<file path="src/rtl/cfc_pkg.sv">
`timescale 1ns/1ps
package cfc_pkg;
  localparam int unsigned REF_HZ  = 24000000;
  localparam int unsigned MUL_LO  = 20;
  localparam int unsigned MUL_HI  = 22;
  localparam int unsigned PFD_MUL = 18;
  localparam int unsigned SLOW_HZ = 32768;

  localparam int FREQ_W = 64;
  localparam int DVS_W  = 8;
  localparam int FRAC_W = 6;
  localparam int AHB_W  = 3;
  localparam int IPG_W  = 2;
  localparam int PER_W  = 6;
  localparam int ID_W   = 3;

  localparam logic [ID_W-1:0] CID_NONE = 3'd0;
  localparam logic [ID_W-1:0] CID_AHB  = 3'd1;
  localparam logic [ID_W-1:0] CID_IPG  = 3'd2;
  localparam logic [ID_W-1:0] CID_PER  = 3'd3;
  localparam logic [ID_W-1:0] CID_SLOW = 3'd4;

  typedef enum logic [2:0] {
    ST_IDLE, ST_PLAN, ST_FRAC, ST_HALF, ST_AHB, ST_IPG, ST_PER
  } stage_e;
endpackage

</file>
<file path="src/rtl/cfc_root.sv">
`timescale 1ns/1ps
module cfc_root
  import cfc_pkg::*;
(
  input  logic              pll_mul_i,
  input  logic [1:0]        root_sel_i,
  input  logic [FRAC_W-1:0] frac0_i,
  input  logic [FRAC_W-1:0] frac2_i,
  output logic [FREQ_W-1:0] pll_hz_o,
  output logic [FREQ_W-1:0] pfd_num_o,
  output logic [FRAC_W-1:0] frac_o,
  output logic              frac_err_o
);
  localparam logic [FREQ_W-1:0] PLL_HI = FREQ_W'(REF_HZ * MUL_HI);
  localparam logic [FREQ_W-1:0] PLL_LO = FREQ_W'(REF_HZ * MUL_LO);

  assign pll_hz_o   = pll_mul_i ? PLL_HI : PLL_LO;
  assign pfd_num_o  = pll_hz_o * FREQ_W'(PFD_MUL);
  assign frac_o     = (root_sel_i == 2'd2) ? frac0_i : frac2_i;
  assign frac_err_o = (root_sel_i != 2'd0) && (frac_o == '0);
endmodule

</file>
<file path="src/rtl/cfc_div.sv">
`timescale 1ns/1ps
module cfc_div #(
  parameter int DW = 64,
  parameter int VW = 8
) (
  input  logic          clk_i,
  input  logic          rst_ni,
  input  logic          start_i,
  input  logic [DW-1:0] dividend_i,
  input  logic [VW-1:0] divisor_i,
  output logic          done_o,
  output logic [DW-1:0] quot_o
);
  localparam int CW = $clog2(DW + 1);

  logic          run_q, done_q;
  logic [CW-1:0] cnt_q;
  logic [VW-1:0] rem_q, dvs_q;
  logic [DW-1:0] quot_q, dend_q;
  logic [VW:0]   rem_sh, rem_nx;
  logic          ge;

  assign rem_sh = {rem_q, quot_q[DW-1]};
  assign ge     = rem_sh >= {1'b0, dvs_q};
  assign rem_nx = ge ? (rem_sh - {1'b0, dvs_q}) : rem_sh;

  always_ff @(posedge clk_i or negedge rst_ni) begin
    if (!rst_ni) begin
      run_q  <= 1'b0;
      done_q <= 1'b0;
      cnt_q  <= '0;
      rem_q  <= '0;
      dvs_q  <= '0;
      quot_q <= '0;
      dend_q <= '0;
    end else begin
      done_q <= 1'b0;
      if (start_i && !run_q) begin
        run_q  <= 1'b1;
        cnt_q  <= '0;
        rem_q  <= '0;
        dvs_q  <= divisor_i;
        quot_q <= dividend_i;
        dend_q <= dividend_i;
      end else if (run_q) begin
        rem_q  <= rem_nx[VW-1:0];
        quot_q <= {quot_q[DW-2:0], ge};
        cnt_q  <= cnt_q + 1'b1;
        if (cnt_q == CW'(DW - 1)) begin
          run_q  <= 1'b0;
          done_q <= 1'b1;
        end
      end
    end
  end

  assign done_o = done_q;
  assign quot_o = quot_q;

  assert_div_pulse_R8: assert property (@(posedge clk_i) disable iff (!rst_ni)
    done_o |=> !done_o);
  assert_div_exact_R4: assert property (@(posedge clk_i) disable iff (!rst_ni)
    done_o |-> ((quot_q * DW'(dvs_q)) + DW'(rem_q) == dend_q) && (rem_q < dvs_q));
endmodule

</file>
<file path="src/rtl/clk_freq_calc.sv">
`timescale 1ns/1ps
module clk_freq_calc
  import cfc_pkg::*;
(
  input  logic              clk_i,
  input  logic              rst_ni,
  input  logic              start_i,
  input  logic [ID_W-1:0]   clk_sel_i,
  input  logic              pll_mul_i,
  input  logic [FRAC_W-1:0] pfd0_frac_i,
  input  logic [FRAC_W-1:0] pfd2_frac_i,
  input  logic [1:0]        root_sel_i,
  input  logic [AHB_W-1:0]  ahb_div_i,
  input  logic [IPG_W-1:0]  ipg_div_i,
  input  logic [PER_W-1:0]  per_div_i,
  output logic              busy_o,
  output logic              done_o,
  output logic [FREQ_W-1:0] freq_o,
  output logic              err_o
);
  stage_e            st_q, go_st, nxt;
  logic [ID_W-1:0]   id_q;
  logic              mul_q;
  logic [FRAC_W-1:0] f0_q, f2_q;
  logic [1:0]        src_q;
  logic [AHB_W-1:0]  ahb_q;
  logic [IPG_W-1:0]  ipg_q;
  logic [PER_W-1:0]  per_q;

  logic [FREQ_W-1:0] pll_hz, pfd_num, fin_val, go_val, go_dvd, dvd_q, div_q;
  logic [FRAC_W-1:0] frac_sel;
  logic [DVS_W-1:0]  go_dvs, dvs_q;
  logic              frac_err, fin, fin_err, go, launch_q, div_done;
  logic              done_q, err_q;
  logic [FREQ_W-1:0] freq_q;
  logic              chain_id;

  cfc_root u_root (
    .pll_mul_i (mul_q),
    .root_sel_i(src_q),
    .frac0_i   (f0_q),
    .frac2_i   (f2_q),
    .pll_hz_o  (pll_hz),
    .pfd_num_o (pfd_num),
    .frac_o    (frac_sel),
    .frac_err_o(frac_err)
  );

  cfc_div #(.DW(FREQ_W), .VW(DVS_W)) u_div (
    .clk_i     (clk_i),
    .rst_ni    (rst_ni),
    .start_i   (launch_q),
    .dividend_i(dvd_q),
    .divisor_i (dvs_q),
    .done_o    (div_done),
    .quot_o    (div_q)
  );

  function automatic stage_e next_stage(stage_e s, logic [1:0] src, logic [ID_W-1:0] id);
    stage_e r;
    case (s)
      ST_FRAC: r = (src == 2'd3) ? ST_HALF : ST_AHB;
      ST_HALF: r = ST_AHB;
      ST_AHB:  r = (id == CID_AHB) ? ST_IDLE : ST_IPG;
      ST_IPG:  r = (id == CID_IPG) ? ST_IDLE : ST_PER;
      default: r = ST_IDLE;
    endcase
    return r;
  endfunction

  assign chain_id = (id_q == CID_AHB) || (id_q == CID_IPG) || (id_q == CID_PER);

  always_comb begin
    fin     = 1'b0;
    fin_val = '0;
    fin_err = 1'b0;
    go      = 1'b0;
    go_st   = ST_IDLE;
    go_val  = '0;
    nxt     = next_stage(st_q, src_q, id_q);
    case (st_q)
      ST_IDLE: ;
      ST_PLAN: begin
        if (id_q == CID_NONE) begin
          fin = 1'b1;
        end else if (id_q == CID_SLOW) begin
          fin     = 1'b1;
          fin_val = FREQ_W'(SLOW_HZ);
        end else if (!chain_id || frac_err) begin
          fin     = 1'b1;
          fin_err = 1'b1;
        end else begin
          go     = 1'b1;
          go_st  = (src_q == 2'd0) ? ST_AHB : ST_FRAC;
          go_val = pll_hz;
        end
      end
      default: begin
        if (div_done) begin
          if (nxt == ST_IDLE) begin
            fin     = 1'b1;
            fin_val = div_q;
          end else begin
            go     = 1'b1;
            go_st  = nxt;
            go_val = div_q;
          end
        end
      end
    endcase
  end

  always_comb begin
    go_dvd = (go_st == ST_FRAC) ? pfd_num : go_val;
    case (go_st)
      ST_FRAC: go_dvs = DVS_W'(frac_sel);
      ST_HALF: go_dvs = DVS_W'(2);
      ST_AHB:  go_dvs = DVS_W'(ahb_q) + DVS_W'(1);
      ST_IPG:  go_dvs = DVS_W'(ipg_q) + DVS_W'(1);
      ST_PER:  go_dvs = DVS_W'(per_q) + DVS_W'(1);
      default: go_dvs = DVS_W'(1);
    endcase
  end

  always_ff @(posedge clk_i or negedge rst_ni) begin
    if (!rst_ni) begin
      st_q     <= ST_IDLE;
      id_q     <= '0;
      mul_q    <= 1'b0;
      f0_q     <= '0;
      f2_q     <= '0;
      src_q    <= '0;
      ahb_q    <= '0;
      ipg_q    <= '0;
      per_q    <= '0;
      dvd_q    <= '0;
      dvs_q    <= '0;
      launch_q <= 1'b0;
      done_q   <= 1'b0;
      err_q    <= 1'b0;
      freq_q   <= '0;
    end else begin
      done_q   <= fin;
      launch_q <= go;
      if (st_q == ST_IDLE && start_i) begin
        st_q  <= ST_PLAN;
        id_q  <= clk_sel_i;
        mul_q <= pll_mul_i;
        f0_q  <= pfd0_frac_i;
        f2_q  <= pfd2_frac_i;
        src_q <= root_sel_i;
        ahb_q <= ahb_div_i;
        ipg_q <= ipg_div_i;
        per_q <= per_div_i;
      end
      if (fin) begin
        st_q   <= ST_IDLE;
        freq_q <= fin_val;
        err_q  <= fin_err;
      end
      if (go) begin
        st_q  <= go_st;
        dvd_q <= go_dvd;
        dvs_q <= go_dvs;
      end
    end
  end

  assign busy_o = (st_q != ST_IDLE);
  assign done_o = done_q;
  assign freq_o = freq_q;
  assign err_o  = err_q;

  assert_done_pulse_R8: assert property (@(posedge clk_i) disable iff (!rst_ni)
    done_o |=> !done_o);
  assert_result_hold_R8: assert property (@(posedge clk_i) disable iff (!rst_ni)
    !done_o |-> ($stable(freq_o) && $stable(err_o)));
  assert_err_zero_R6: assert property (@(posedge clk_i) disable iff (!rst_ni)
    err_o |-> (freq_o == '0));
  assert_done_after_busy_R10: assert property (@(posedge clk_i) disable iff (!rst_ni)
    done_o |-> $past(busy_o));
  assert_zero_frac_R7: assert property (@(posedge clk_i) disable iff (!rst_ni)
    (st_q == ST_PLAN && frac_err && chain_id) |=> (done_o && err_o));
  assert_no_div_zero_R7: assert property (@(posedge clk_i) disable iff (!rst_ni)
    launch_q |-> (dvs_q != '0));
endmodule

</file>
<file path="config.mk">
export PLATFORM = sky130hd
export DESIGN_NAME = clk_freq_calc
export DESIGN_NICKNAME = d
export VERILOG_FILES = /design/src/rtl/cfc_pkg.sv /design/src/rtl/cfc_root.sv /design/src/rtl/cfc_div.sv /design/src/rtl/clk_freq_calc.sv
export SDC_FILE = /design/constraint.sdc
export NUM_CORES = 1
export LEC_CHECK = 0
export BUFFER_PORTS_ARGS = -buffer_cell sky130_fd_sc_hd__clkbuf_2
export CORE_AREA = 2 2 137 139
export DETAILED_ROUTE_END_ITERATION = 10
export DIE_AREA = 0 0 139 141
export PLACE_DENSITY_LB_ADDON = 0.25
export SYNTH_ARGS = -nofsm -noshare
export SYNTH_HDL_FRONTEND = slang
export SYNTH_SLANG_ARGS = --single-unit
export TNS_END_PERCENT = 10
</file>
<file path="constraint.sdc">
create_clock -name clk_i -period 5.8 [get_ports clk_i]
set_input_delay 1.74 -clock clk_i [delete_from_list [all_inputs] [get_ports clk_i]]
set_output_delay 1.74 -clock clk_i [all_outputs]
set_load 0.05 [all_outputs]
</file>
==> results.py, run 1 <==
metrics = {
    "status": {
        "status": "finished, final reports clean",
    },
    "logic_synthesis": {
        "syn_area_mm2": 0.0114,
        "yosys_warnings": 0,
        "yosys_most_used_dff": "dfrtp_1",
        "avgSynthCellArea_um2": 10.1,
        "synth_compound_area_share_pct": 12.5,
        "ys_seq_elements": 258,
        "synth_top_family_by_area": "simple AND/OR/NAND/NOR gates",
        "synth_area_leaders": "dfrtp_1 (57%), nand2_1 (10%), o21ai_0 (6.4%)",
        "synth_fa_ha_area_share_pct": 1.38,
        "synthSimpleGateAreaFrac_pct": 16.0,
        "synth_edf_count": 0,
        "synth_top_area_share_pct": 56.6,
        "synth_area_leader_cell": "dfrtp_1",
        "synthMuxAreaShare_pct": 9.05,
        "ys_types": 66,
        "synthArstFlopShare_pct": 100,
        "ys_seq_area_share_pct": 56.6,
        "synth_cells": 1128,
        "synthesis.nets": 1172,
        "synth_xor_area_share_pct": 0.845,
    },
    "clock_tree": {
        "post_cts_buffers": 0,
        "cts_tree": "done",
        "numCtsBuffers": 27,
        "clk_latency_ps": 530,
        "clkTransAtPathRegs_ps": 60,
        "htree_levels": 1,
        "cts_hold_buf": 0,
        "clock_sinks": 258,
        "ctsRootBufferMaster": "clkbuf_16",
        "cts_resized": 0,
        "clockBufferDepth": 3,
    },
    "floorplanning": {
        "die-area_mm2": 0.0196,
        "die_height_um": 141,
        "initial_core_util_pct": 62.4,
        "coreArea_mm2": 0.0183,
        "io_pins": 99,
        "chipWidth_um": 139,
        "num_rows": 50,
    },
    "grt": {
        "grt_first_pass_wirelength_mm": 41.2,
        "antenna_found_initial": 0,
        "grt_pass1_vias": 8205,
        "grt_remaining_overflow": 0,
        "grt_max_degree": 124,
        "grt_usage_pct": 25.3,
    },
    "power": {
        "p_leak_uw": 0.00592,
        "irDropWorstVdd_mv": 0.312,
        "total_power_uw": 6180,
        "p_per_area_mw_per_mm2": 481,
    },
    "timing": {
        "fin_tns_setup_ps": 0,
        "whs_ps": 480,
        "fin_ws_ps": 2310,
        "max_freq_mhz": 287,
        "tightestPinTransition_ps": 1050,
        "drv_slew": 0,
        "setup_violations": 0,
        "hold_viol_final": 0,
        "rsz0062_at_grt": "false",
        "skew_ps": 16.3,
        "fin_crit_ps": 3490,
        "min_period_over_period_pct": 60.2,
        "maxSlewHeadroom_pct": 29.8,
    },
    "layout": {
        "multi_input_area_mm2": 0.00458,
        "regArea_mm2": 0.00646,
        "diodes": 0,
        "syn_to_final_growth_pct": 12.6,
        "drive_above_1_share_pct": 17.2,
        "fill_cells": 1365,
        "layout.nets": 1232,
    },
    "drt": {
        "vias": 8483,
        "wl_per_cell_um": 17.3,
        "drt_iter0_markers": 723,
        "viasPerCell": 5.89,
        "ant_nets": 0,
        "drc": 0,
        "drt_wl_total_mm": 25.0,
        "first_pass_iters": 7,
    },
    "critical_path": {
        "end_kind": "primary output",
        "worstSetupStartpointType": "register",
        "critPathArrivalTime_ps": 1750,
        "worstPathRequired_ps": 4060,
        "path_max_fanout": 9,
        "timing_worst_setup_path_type": "register to primary output",
        "crit_buf_inv": 1,
        "crit_chain": "nor2_1, nand2_1, clkbuf_2",
        "critical_path.max_stage_delay_ps": 480,
        "critPathTopFamily": "simple AND/OR/NAND/NOR gates",
        "cp_slowest_cell": "dfrtp_1",
    },
    "flow_run": {
        "drv_cap": 0,
    },
    "place": {
        "port_buffers": 98,
        "dp_slack_ps": 2820,
        "place_congestion": 0.860,
        "post-dp-hpwl_mm": 15.1,
    },
    "hold_path": {
        "hold_class": "register to register",
    },
}
[cell usage in the layout, fill, tap and decap left out, types with 3 or more instances in the layout]
master      instances
clkinvlp_4          4
clkinv_2            4
nand2_1           312
clkbuf_2           97
clkbuf_8            4
clkbuf_1            6
inv_1              13
o221ai_1            3
o211ai_1            4
a21oi_1             9
a31oi_1             3
dfrtp_1           256
o21a_1              3
buf_4              11
mux2_2             29
a22oi_1             4
xnor2_1             6
o21ai_0           145
nor4_1              4
a22o_1              8
a221o_1            13
o31ai_1             3
nand2b_1            3
o21ai_1             4
mux2i_1            69
a32oi_1             8
nor3_1              4
clkbuf_16          27
ha_1               11
nor2b_1             3
xor2_1              5
a31o_2              4
and3b_1             3
nand3_1            54
nor2_1             23
[where the power goes]
part           total, uW  internal (uW)  switching, uW
Sequential          2810           2290            526
Clock               1680            993            690
Combinational       1690            764            925
[cells in the mapped netlist, types with 3 or more instances]
master    instances
a21oi_1           9
a221o_1          13
a22o_1            8
a22oi_1           4
a31o_2            4
a31oi_1           3
a32oi_1           8
and3b_1           3
buf_1             8
buf_2            26
buf_6             3
clkbuf_1         38
clkbuf_2          3
dfrtp_1         258
ha_1             11
inv_1            13
mux2_2           29
mux2i_1          69
nand2_1         312
nand2b_1          4
nand3_1          54
nor2_1           23
nor2b_1           4
nor3_1            4
nor4_1            4
o211ai_1          4
o21a_1            3
o21ai_0         145
o21ai_1           4
o221ai_1          3
o31ai_1           3
xnor2_1           6
xor2_1            5
[metal layers]
metal,global-route usage (%),wire (um),vias up
li1,-,-,3987
met1,38.0,11600,4228
met2,40.3,11700,239
met3,3.77,1340,29
met4,4.47,291,0
met5,0,0,-
[sequential cells by signal (all words and copies together) (netlist names), 2 cells and up]
name,flops
ahb_q,3
dvd_q,64
dvs_q,7
f0_q,6
f2_q,6
freq_o,64
id_q,3
ipg_q,2
per_q,6
src_q,2
st_q,3
u_div.cnt_q,7
u_div.dvs_q,7
u_div.quot_o,64
u_div.rem_q,8
[cells by family after synthesis]
family	Yosys count
AOI/OAI and AO/OA	229
adders and majority gates	12
xor gates and xnor gates	11
muxes	99
buffers and inverters	92
and+or+nand+nor	427
DFF	258
[layout make-up]
class,count,area share [%]
clock buffers,37,5.86
clock inverters,10,0.857
inverters,13,0.380
multi-input cells,778,35.6
flip-flops and latches,258,50.3
well taps,234,2.28
repair buffers,110,4.69
[stage by stage]
stage          area [um2]  instances  util (%)
2_1_floorplan       11400       1128         -
3_3_place_gp        12000       1393      65.6
3_5_place_dp        12000       1393      65.6
4_1_cts             12800       1440      70.3
5_1_grt             12800       1440      70.3
6_report            12800       1440      70.3
[worst paths after layout]
check	slack, ps	to	from	cells after the start
worst max-delay path	2310	busy_o	st_q[1]	3
worst min-delay path	480	u_div.dvs_q[4]	dvs_q[4]	2
worst max register to register	3030	dvs_q[0]	src_q[0]	7
worst min register to register	480	u_div.dvs_q[4]	dvs_q[4]	2
max in group asynchronous	3420	u_div.quot_o[58]	rst_ni	2
min in group asynchronous	1300	freq_o[19]	rst_ni	1
[worst reg2reg max path, cell delays in order (launching register included)]
cell	delay (ps)
dfrtp_1	530
nor2b_4	290
a22o_1	250
a21o_2	260
buf_4	590
and2_4	450
inv_1	110
o32a_1	180
No activity file was read; power rests on OpenSTA's default activity.
==> run 2, diff against run 1 <==
--- a/config.mk
+++ b/config.mk
@@ -6,9 +6,9 @@
 export NUM_CORES = 1
 export LEC_CHECK = 0
 export BUFFER_PORTS_ARGS = -buffer_cell sky130_fd_sc_hd__clkbuf_2
-export CORE_AREA = 2 2 137 139
+export CORE_AREA = 2 2 141 143
 export DETAILED_ROUTE_END_ITERATION = 10
-export DIE_AREA = 0 0 139 141
+export DIE_AREA = 0 0 143 145
 export PLACE_DENSITY_LB_ADDON = 0.25
 export SYNTH_ARGS = -nofsm -noshare
 export SYNTH_HDL_FRONTEND = slang
==> constraint.sdc (replaced) <==
create_clock -name clk_i -period 3.3 [get_ports clk_i]
set_input_delay 0.99 -clock clk_i [delete_from_list [all_inputs] [get_ports clk_i]]
set_output_delay 0.99 -clock clk_i [all_outputs]
set_load 0.05 [all_outputs]
==> run 2 against run 1 <==
Against the previous run:
- hold slack worse by 36 ps
- die area up 5.8%
- wire length grew 0.52%
- non-clock buffer count grew 5
- sequential power rose by 80%
==> results.py, run 2 (synthesis results as in run 1) <==
metrics = {
    "place": {
        "post-dp-hpwl_mm": 16.1,
        "place_congestion": 0.834,
        "dp_cells": 1429,
        "port_buffers": 98,
        "placed_cell_area_mm2": 0.0121,
    },
    "timing": {
        "max_freq_mhz": 369,
        "maxSlewHeadroom_pct": 45.3,
        "min_period_over_period_pct": 82.1,
        "tightestPinTransition_ps": 821,
        "fin_tns_setup_ps": 0,
        "rsz0062_at_grt": "false",
        "fin_crit_ps": 2710,
        "drv_slew": 0,
        "setup_violations": 0,
        "hold_viol_final": 0,
        "skew_ps": 13.1,
    },
    "clock_tree": {
        "post_cts_buffers": 0,
        "clkTransAtPathRegs_ps": 60,
        "cts_hold_buf": 0,
        "htree_levels": 1,
        "cts_tree": "done",
        "cts_resized": 0,
        "clk_latency_ps": 530,
        "numCtsBuffers": 27,
        "ctsRootBufferMaster": "clkbuf_16",
        "clock_sinks": 258,
        "clockBufferDepth": 3,
    },
    "drt": {
        "drc": 0,
        "vias": 8452,
        "drt_iter0_markers": 721,
        "first_pass_iters": 7,
        "wl_per_cell_um": 17.0,
        "viasPerCell": 5.73,
        "drt_wl_total_mm": 25.1,
        "ant_nets": 0,
    },
    "critical_path": {
        "timing_worst_setup_path_type": "register to primary output",
        "cp_slowest_cell": "dfrtp_1",
        "crit_chain": "nor2_1, nand2_1, clkbuf_2",
        "path_max_fanout": 9,
        "end_kind": "primary output",
        "critical_path.max_stage_delay_ps": 500,
        "crit_buf_inv": 1,
        "critPathArrivalTime_ps": 1720,
        "worstSetupStartpointType": "register",
        "critPathTopFamily": "flip-flops",
        "worstPathRequired_ps": 2310,
    },
    "grt": {
        "grt_usage_pct": 24.8,
        "grt_max_degree": 89,
        "grt_first_pass_wirelength_mm": 42.2,
        "grt_pass1_vias": 8214,
        "antenna_found_initial": 0,
        "grt_remaining_overflow": 0,
    },
    "power": {
        "swShare_pct": 34.7,
        "p_switching_uw": 3750,
        "power.internal_uw": 7040,
        "comb_power_share_pct": 26.5,
        "p_leak_uw": 0.00595,
        "p_clk_share_pct": 26.7,
        "irDropWorstVdd_mv": 0.534,
        "seqPwrFrac_pct": 46.8,
        "p_per_area_mw_per_mm2": 834,
    },
    "layout": {
        "diodes": 0,
        "fin_cells": 1474,
        "drive_above_1_share_pct": 17.5,
        "final_common_cell": "nand2_1",
        "layout.nets": 1237,
        "postLayoutCellArea_mm2": 0.0129,
        "syn_to_final_growth_pct": 13.4,
        "final_cell_mix": "nand2_1 (312), dfrtp_1 (256), o21ai_0 (145), clkbuf_2 (97), mux2i_1 (69)",
    },
    "floorplanning": {
        "chipWidth_um": 143,
        "die_height_um": 145,
        "num_rows": 51,
        "initial_core_util_pct": 59.4,
        "coreArea_mm2": 0.0192,
        "die-area_mm2": 0.0207,
        "io_pins": 99,
    },
    "flow_run": {
        "drv_cap": 0,
    },
    "hold_path": {
        "hold_class": "input pin to asynchronous set/reset pin",
    },
    "status": {
        "status": "finished, final reports clean",
    },
}
[run 2: area by class of cell]
cell class                      instances  area (um2)
Fill cell                            1482        6270
Timing Repair Buffer                  115         678
Clock inverter                          8        75.1
Inverter                               13        48.8
Multi-Input combinational cell        778        4580
Tap cell                              265         332
Sequential cell                       258        6460
Clock buffer                           37         763
[run 2: worst paths after layout]
path | start | to | slack, ps | cells after the start
setup / recovery | st_q[2] | busy_o | 590 | 3
hold / removal | rst_ni | ipg_q[1] | 440 | 1
setup reg to reg | src_q[0] | dvs_q[1] | 880 | 5
hold reg to reg | u_div.cnt_q[6] | u_div.done_o | 490 | 1
max in group asynchronous | rst_ni | u_div.quot_o[37] | 2050 | 2
min in group clk_i | u_div.cnt_q[6] | u_div.done_o | 490 | 1
[run 2: power by group through the flow]
stage               sequential [uW]  clock [uW]  combinational, uW
global route                   5190        3070               3200
detailed placement             5080           0               2850
floorplan                      4650           0               2430
CTS                            5040        2920               2870
finish                         5060        2880               2860
global placement               5050           0               2740
[run 2: through the flow]
step                      utilization, %  hold slack, ps  worst slack [ps]  power, uW
after floorplan                        -             423              1170       7080
after CTS                           67.4             465               602      10800
final                               67.4             444               591      10800
after global routing                67.4             485               526      11500
after global placement              63.0             466               980       7790
after detailed placement            63.0             475               927       7930
[run 2: routing by layer]
metal	global-route usage, %	part of all wire, %	vias to the layer above
li1	-	-	4001
met1	37.2	47	4194
met2	38.8	47	227
met3	3.60	4.7	30
met4	5.50	1.3	0
met5	0	0	-
==> run 3, diff against run 2 <==
--- a/config.mk
+++ b/config.mk
@@ -5,10 +5,11 @@
 export SDC_FILE = /design/constraint.sdc
 export NUM_CORES = 1
 export LEC_CHECK = 0
+export ABC_AREA = 1
 export BUFFER_PORTS_ARGS = -buffer_cell sky130_fd_sc_hd__clkbuf_2
-export CORE_AREA = 2 2 141 143
+export CORE_AREA = 2 2 139 141
 export DETAILED_ROUTE_END_ITERATION = 10
-export DIE_AREA = 0 0 143 145
+export DIE_AREA = 0 0 141 143
 export PLACE_DENSITY_LB_ADDON = 0.25
 export SYNTH_ARGS = -nofsm -noshare
 export SYNTH_HDL_FRONTEND = slang
==> constraint.sdc (replaced) <==
create_clock -name clk_i -period 2.8 [get_ports clk_i]
set_input_delay 0.84 -clock clk_i [delete_from_list [all_inputs] [get_ports clk_i]]
set_output_delay 0.84 -clock clk_i [all_outputs]
set_load 0.05 [all_outputs]
==> run 3 against run 2 <==
Against the previous run:
- first-iteration DRC count fell by 8.9%
- count of clock-buffer cells in the layout grew 2
- largest cell class unchanged
- global-route usage increased by 0.26 points
- die area shrank 2.8%
- critical path depth unchanged
==> results.py, run 3 <==
metrics = {
    "timing": {
        "tightestPinTransition_ps": 813,
        "min_period_over_period_pct": 81.2,
        "rsz0062_at_grt": "false",
        "max_freq_mhz": 440,
        "hold_viol_final": 0,
        "fin_crit_ps": 2270,
        "skew_ps": 24.5,
        "fin_tns_setup_ps": 0,
        "drv_slew": 0,
        "setup_violations": 0,
        "maxSlewHeadroom_pct": 45.7,
        "fin_ws_ps": 527,
    },
    "logic_synthesis": {
        "synthTopCellsByCount": "dfrtp_1 (258), nand2_1 (229), inv_1 (146), o21ai_0 (88), o221ai_1 (48)",
        "ys_seq_area_share_pct": 59.7,
        "synthesis.nets": 1152,
        "avgSynthCellArea_um2": 9.76,
        "synth_area_leader_cell": "dfrtp_1",
        "synth_cells": 1108,
        "ys_types": 37,
        "yosys_warnings": 0,
        "synth_area_leaders": "dfrtp_1 (60%), nand2_1 (8.0%), inv_1 (5.1%)",
        "synthArstFlopShare_pct": 100,
        "ys_seq_elements": 258,
        "synth_edf_count": 0,
        "syn_area_mm2": 0.0108,
        "yosys_most_used_dff": "dfrtp_1",
        "synth_top_area_share_pct": 59.7,
        "synthMostInstantiatedCell": "dfrtp_1",
    },
    "drt": {
        "drt_iter0_markers": 657,
        "drc": 0,
        "vias": 8216,
        "drt_wl_total_mm": 24.4,
        "viasPerCell": 5.67,
        "first_pass_iters": 5,
        "wl_per_cell_um": 16.9,
        "ant_nets": 0,
    },
    "clock_tree": {
        "cts_hold_buf": 0,
        "clock_sinks": 258,
        "cts_tree": "done",
        "clk_latency_ps": 540,
        "htree_levels": 1,
        "ctsRootBufferMaster": "clkbuf_16",
        "cts_resized": 0,
        "clkTransAtPathRegs_ps": 60,
        "numCtsBuffers": 26,
        "post_cts_buffers": 0,
        "clockBufferDepth": 3,
    },
    "flow_run": {
        "drv_cap": 0,
    },
    "critical_path": {
        "worstReg2RegEnd": "freq_o[10]",
        "worstPathRequired_ps": 1960,
        "path_max_fanout": 4,
        "end_kind": "primary output",
        "timing_worst_setup_path_type": "register to primary output",
        "timing.rr.start": "src_q[1]",
        "worst-r2r-cell-count": 13,
        "critPathArrivalTime_ps": 1430,
        "r2r_slack_ps": 590,
        "worstSetupStartpointType": "register",
    },
    "grt": {
        "grt_max_degree": 64,
        "grt_first_pass_wirelength_mm": 41.3,
        "grt_usage_pct": 25.1,
        "antenna_found_initial": 0,
        "grt_pass1_vias": 8426,
        "grt_remaining_overflow": 0,
    },
    "power": {
        "comb_power_share_pct": 32.1,
        "seqPwrFrac_pct": 39.8,
        "p_per_area_mw_per_mm2": 1090,
        "irDropWorstVdd_mv": 0.718,
        "swShare_pct": 36.4,
        "power.internal_uw": 8640,
        "p_switching_uw": 4940,
        "p_leak_uw": 0.00602,
        "p_clk_share_pct": 28.0,
    },
    "floorplanning": {
        "die-area_mm2": 0.0202,
        "coreArea_mm2": 0.0186,
        "io_pins": 99,
        "chipWidth_um": 141,
        "die_height_um": 143,
        "num_rows": 50,
        "initial_core_util_pct": 58.2,
    },
    "place": {
        "place_congestion": 0.930,
        "port_buffers": 98,
        "dp_slack_ps": 622,
        "post-dp-hpwl_mm": 16.0,
    },
    "layout": {
        "syn_to_final_growth_pct": 15.8,
        "final_common_cell": "dfrtp_1",
        "final_cell_mix": "dfrtp_1 (258), nand2_1 (227), inv_1 (146), clkbuf_2 (97), o21ai_0 (88)",
        "drive_above_1_share_pct": 17.2,
        "layout.nets": 1239,
        "diodes": 0,
    },
    "hold_path": {
        "hold_class": "input pin to asynchronous set/reset pin",
    },
    "status": {
        "status": "finished, final reports clean",
    },
}
run 3: cell count changes after synthesis, sizes merged, moves of 14 or more:
cell	delta
a21oi	+18
a22oi	+14
inv	+145
mux2i	-69
nand2	-78
nand3	-26
nor2	+17
o21ai	-33
o221ai	+45
o22ai	+44
run 3: cell families (layout without fill, tap and decap cells):
kind of cell / count (synthesis) / count (layout) / share of synthesized area [%]
simple gates: 319 / 319 / 12.2
compound gates: 273 / 273 / 15.7
flops: 258 / 258 / 59.7
buf+inv: 217 / 324 / 8.11
mux: 20 / 20 / 2.08
fa+ha+maj: 12 / 12 / 1.46
xor+xnor: 9 / 9 / 0.729
run 3: metrics by stage:
stage	std cells	total power [uW]	utilization, %	hold WS, ps	cell area (um2)
3_3_place_gp	1401	9640	62.1	448	11500
4_1_cts	1449	13700	67.4	236	12500
5_1_grt	1449	14500	67.4	241	12500
3_5_place_dp	1401	9830	62.1	469	11500
6_report	1449	13600	67.4	217	12500
2_1_floorplan	1108	8600	-	433	10800
run 3: worst max path at each step:
stage | startpoint | end | slack [ps] | depth (start not counted)
floorplan | st_q[0] | freq_o[50] | 920 | 11
global placement | src_q[1] | freq_o[3] | 700 | 13
detailed placement | src_q[1] | freq_o[40] | 620 | 13
CTS | st_q[0] | busy_o | 500 | 3
global route | src_q[1] | freq_o[10] | 330 | 13
finish | st_q[0] | busy_o | 530 | 3
run 3: per-layer routing:
layer  up-vias  track usage (%)  wire length [um]
li1       3893                -                 -
met1      4070             33.9             10600
met2       203             43.0             12200
met3        50             3.76              1070
met4         0             6.68               556
met5         -                0                 0
run 3: cell type report:
cell class	instances	area (um2)
Inverter	158	596
Sequential cell	258	6460
Clock buffer	39	810
Multi-Input combinational cell	633	3490
Fill cell	1448	6070
Timing Repair Buffer	118	713
Clock inverter	9	159
Tap cell	234	293
run 3: power by group through the flow:
stage | Clock [uW] | Sequential, uW | Combinational, uW
floorplan | 0 | 5350 | 3250
global placement | 0 | 5410 | 4230
detailed placement | 0 | 5450 | 4380
CTS | 3860 | 5400 | 4400
global route | 4010 | 5530 | 4930
finish | 3810 | 5410 | 4370
run 3: critical path, stage by stage (launching register included):
cell      delay (ps)
dfrtp_1          420
nor2_1           140
nand2_1          110
clkbuf_2         250
